File: config.mk
export PLATFORM = sky130hd
export DESIGN_NAME = wdog_viol_status
export DESIGN_NICKNAME = d
export VERILOG_FILES = /design/src/rtl/wdsts_pkg.sv /design/src/rtl/wdsts_flags.sv /design/src/rtl/wdsts_rdport.sv /design/src/rtl/wdog_viol_status.sv
export SDC_FILE = /design/constraint.sdc
export NUM_CORES = 1
export LEC_CHECK = 0
export CORE_MARGIN = 3
export CORE_UTILIZATION = 24
export DETAILED_ROUTE_END_ITERATION = 7
export PLACE_DENSITY = 0.8
export SYNTH_ARGS = -nofsm -noshare
export SYNTH_HDL_FRONTEND = slang
export SYNTH_SLANG_ARGS = --single-unit
File: constraint.sdc
create_clock -name clk -period 1 [get_ports clk]
set_input_delay 0.1 -clock clk [delete_from_list [all_inputs] [get_ports clk]]
set_output_delay 0.1 -clock clk [all_outputs]
set_load 0.02 [all_outputs]
File: src/rtl/wdsts_pkg.sv
package wdsts_pkg;

    localparam int unsigned WORD_DEF  = 32;
    localparam int unsigned NUM_CAUSE = 3;

    // Field positions decoded by software
    localparam int unsigned POS_SUM   = 5;
    localparam int unsigned POS_END   = 4;
    localparam int unsigned POS_EARLY = 3;
    localparam int unsigned POS_KEY   = 2;
    localparam int unsigned POS_EXP   = 1;

    // cause[0] = end-of-window expiry, cause[1] = early key, cause[2] = bad key
    typedef struct packed {
        logic                 summary;
        logic [NUM_CAUSE-1:0] cause;
    } flags_t;

endpackage

File: src/rtl/wdsts_flags.sv
module wdsts_flags
    import wdsts_pkg::*;
#(
    parameter int unsigned WORD_W = WORD_DEF
) (
    input  logic                 clk,
    input  logic                 por_n,
    input  logic                 wr_en,
    input  logic                 priv,
    input  logic [WORD_W-1:0]    wdata,
    input  logic [NUM_CAUSE-1:0] cause_ev,
    output flags_t               flags_q
);

    logic                 wr_ok;
    logic                 clr_all;
    logic [NUM_CAUSE-1:0] clr_hit;
    flags_t               st_d;
    flags_t               st_q;

    assign wr_ok   = wr_en & priv;
    assign clr_all = wr_ok & wdata[POS_SUM];

    // Cause i is cleared by its own bit; expiry also by its mirror bit
    for (genvar gi = 0; gi < NUM_CAUSE; gi++) begin : g_cause
        localparam int unsigned POS = POS_END - gi;
        if (gi == 0) begin : g_exp
            assign clr_hit[gi] = clr_all | (wr_ok & (wdata[POS] | wdata[POS_EXP]));
        end else begin : g_oth
            assign clr_hit[gi] = clr_all | (wr_ok & wdata[POS]);
        end
    end

    always_comb begin
        st_d         = st_q;
        st_d.cause   = cause_ev | (st_q.cause & ~clr_hit);
        st_d.summary = (|cause_ev) | (st_q.summary & ~clr_all);
    end

    always_ff @(posedge clk or negedge por_n) begin
        if (!por_n) st_q <= '0;
        else        st_q <= st_d;
    end

    assign flags_q = st_q;

    AST_EVT_SETS: assert property (@(posedge clk) disable iff (!por_n)
        (|cause_ev) |=> (flags_q.summary &&
                         ((flags_q.cause & $past(cause_ev)) == $past(cause_ev))));

    AST_CLR_ALL: assert property (@(posedge clk) disable iff (!por_n)
        (wr_en && priv && wdata[POS_SUM] && !(|cause_ev)) |=> (flags_q == '0));

    AST_NO_DROP: assert property (@(posedge clk) disable iff (!por_n)
        !(wr_en && priv) |=> (((flags_q.cause & $past(flags_q.cause)) == $past(flags_q.cause))
                              && (!$past(flags_q.summary) || flags_q.summary)));

endmodule

File: src/rtl/wdsts_rdport.sv
module wdsts_rdport
    import wdsts_pkg::*;
#(
    parameter int unsigned WORD_W = WORD_DEF
) (
    input  logic              clk,
    input  logic              por_n,
    input  logic              soft_rst,
    input  logic              rd_en,
    input  flags_t            flags,
    output logic [WORD_W-1:0] rdata_q
);

    logic [WORD_W-1:0] word;
    logic [WORD_W-1:0] rd_d;

    always_comb begin
        word            = '0;
        word[POS_SUM]   = flags.summary;
        word[POS_END]   = flags.cause[0];
        word[POS_EARLY] = flags.cause[1];
        word[POS_KEY]   = flags.cause[2];
        word[POS_EXP]   = flags.cause[0];
        if (soft_rst)   rd_d = '0;
        else if (rd_en) rd_d = word;
        else            rd_d = rdata_q;
    end

    always_ff @(posedge clk or negedge por_n) begin
        if (!por_n) rdata_q <= '0;
        else        rdata_q <= rd_d;
    end

    AST_SOFT_BLANK: assert property (@(posedge clk) disable iff (!por_n)
        soft_rst |=> (rdata_q == '0));

endmodule

File: src/rtl/wdog_viol_status.sv
module wdog_viol_status
    import wdsts_pkg::*;
#(
    parameter int unsigned WORD_W = WORD_DEF
) (
    input  logic              clk,
    input  logic              por_n,
    input  logic              soft_rst,
    input  logic              wr_en,
    input  logic              priv,
    input  logic [WORD_W-1:0] wdata,
    input  logic              rd_en,
    output logic [WORD_W-1:0] rdata,
    input  logic              ev_expire,
    input  logic              ev_early_key,
    input  logic              ev_bad_key,
    output logic              nmi_req
);

    logic [NUM_CAUSE-1:0] cause_ev;
    flags_t               flags;

    assign cause_ev = {ev_bad_key, ev_early_key, ev_expire};

    wdsts_flags #(.WORD_W(WORD_W)) u_flags (
        .clk      (clk),
        .por_n    (por_n),
        .wr_en    (wr_en),
        .priv     (priv),
        .wdata    (wdata),
        .cause_ev (cause_ev),
        .flags_q  (flags)
    );

    wdsts_rdport #(.WORD_W(WORD_W)) u_rd (
        .clk      (clk),
        .por_n    (por_n),
        .soft_rst (soft_rst),
        .rd_en    (rd_en),
        .flags    (flags),
        .rdata_q  (rdata)
    );

    assign nmi_req = flags.summary;

    AST_NMI_DROP: assert property (@(posedge clk) disable iff (!por_n)
        (wr_en && priv && wdata[POS_SUM] && !(|cause_ev)) |=> !nmi_req);

    AST_RD_TRACK: assert property (@(posedge clk) disable iff (!por_n)
        (rd_en && !soft_rst) |=> ((rdata[POS_SUM] == $past(nmi_req)) &&
                                  (rdata[POS_EXP] == rdata[POS_END])));

endmodule

==> results.cfg <==
[timing]
skew_ps = 1.173
fin_crit_sh_pct = 98.33
period_needed_ps = 983.3
fmax_mhz = 1017
rsz0062_at_grt = true
hold_viol = 0
drv_slew = 0
hold-worst-slack_ps = 139.5
setup_tns_ps = 0
finalSetupViolCount = 0

[clock_network]
cts_buffer_depth = 2
cts_num_sinks = 8
clk_latency_ps = 240
cts_setup_buffers = 0
cts_buffers = 3
cts-root-buf = clkbuf_4
cts_tree = built
htreeDepth = 1
clk_pin_slew_ps = 50

[synth]
syn_inst = 54
syn_area_sq_um = 536.8
synth_seq_cells = 8
ys.warnings.count = 0
synth_seq_area_share_pct = 37.30
syn_area_per_cell_sq_um = 9.940
synth_cell_types = 11

[setup_path]
crit_type = reg2reg
cp-end-kind = register
cpPeakStageDelay_ps = 370
cp-start-kind = register
worstPathArrival_ps = 1100
path_buf_inv = 1
worst_path_dominant_cell_family = flip-flops
critPathSlowestCell = dfrtp_1
cp_data_required_time_ps = 1120
path_cells = buf_4 > a2111o_1
worst-path-max-fanout = 2

[power_and_ir_drop]
p_leak_nw = 0.3584
power_mw = 0.8289
vdd_drop_max_mv = 0.4412
powerDensity_nw_per_um2 = 1189

[grt]
track_usage_pct = 6.721
grt_first_pass_wirelength_mm = 1.366
overflow = 0
grt_pass1_vias = 324
grt_max_degree = 9
antenna_found_initial = 0

[route]
wl_met1_microns = 295
firstDrtPassIters = 2
met3_length_microns = 88
top_layer_used = met3
drc = 0
vias_per_cell = 3.524
routed-wl-met2_microns = 608
wl_per_cell_microns = 9.457
ant_nets = 0
wl_microns = 993
via_count = 370
drt_iter0_markers = 1

[floorplanning]
rows = 16
die_h_microns = 53.29
initial_core_util_pct = 26.29
die_area_sq_um = 2840
dieWidth_microns = 53.29
boundaryPins = 74
coreArea_sq_um = 2042

[finish]
layout_common_cells = conb_1, clkdlybuf4s50_1, dfrtp_1
finish.instance_area_sq_um = 696.9
fin_nets = 121
drive_gt1_share_pct = 17.95
diodes = 0
layout.cells.most_common = conb_1
synthToLayoutAreaGrowth_pct = 29.84

[placed_design]
gp_congestion = 0.6822
post_dp_cell_area_sq_um = 680.7
portBuffers = 19

[job]
maxCapViolations = 0

[hold_path]
hp-class = in2async

[run_status]
status = finished, final reports clean
## area by class of cell
class	count	area (sq um)
fillers	209	1345
repair buffers	24	221.5
multi-input cells	43	219.0
well taps	27	33.78
flip-flops and latches	8	200.2
clock buffers	3	22.52
## where the power goes
part | internal [mW] | total [mW] | switching [mW] | leakage [nW]
Sequential | 0.345 | 0.357 | 0.0119 | 0.0892
Combinational | 0.0886 | 0.244 | 0.155 | 0.255
Clock | 0.136 | 0.228 | 0.0917 | 0.0138
## through the flow
step	setup WS (ps)	cells	util, %
2_1_floorplan	58.48	80	-
3_3_place_gp	-220.9	102	33.33
3_5_place_dp	-233.9	102	33.33
4_1_cts	2.871	105	34.50
5_1_grt	-7.812	105	34.13
6_report	16.70	105	34.13
## routing by layer
layer | GRT usage (%) | vias up
met1 | 6.791 | 174
met3 | 2.535 | 0
met4 | 1.277 | 0
met5 | 0 | -
met2 | 12.86 | 21
li1 | - | 175
## worst register-to-register path: cells and delay by family (launching register included)
kind / cells / cell delay (ps)
buf+inv: 1 / 140
flops: 1 / 370
compound gates: 1 / 350
## registers in the layout (all words and copies together), names as in the netlist
register / count
u_flags.flags_q: 4
u_rd.rdata_q: 4
## synthesized netlist by cell type
cell	n	area, sq um
o311ai_0	1	8.760
mux2i_1	4	40.04
nand3_1	1	5.000
clkbuf_2	1	5.000
buf_4	28	210.2
nor2_1	4	15.01
o211ai_1	2	15.01
a2111o_1	1	11.26
conb_1	1	3.750
dfrtp_1	8	200.2
a21o_1	3	22.52
## path summary, 6_finish.rpt
path	startpoint	endpoint	slack, ps	depth (start not counted)
worst min-delay path	por_n	u_rd.rdata_q[5]	140	1
worst max-delay path	u_flags.flags_q[3]	u_flags.flags_q[3]	20	2
worst min register to register	u_flags.flags_q[0]	u_flags.flags_q[0]	480	1
max in group asynchronous	por_n	u_flags.flags_q[1]	600	1
min in group clk	wdata[5]	u_flags.flags_q[3]	250	3
worst max register to register	u_flags.flags_q[3]	u_flags.flags_q[3]	20	2
## cell families after synthesis
logic type	after synthesis	share of synthesized area, %
muxes	4	7.460
and+or+nand+nor	5	3.728
buffers and inverters	29	40.09
DFF	8	37.30
other	1	0.6986
AOI/OAI and AO/OA	7	10.72
## what timing repair did
action,in CTS,in global routing
hold buffers,0,0
setup endpoints to repair,6,3
gates resized for setup,19,4
Power figures use the tool's default switching activity.
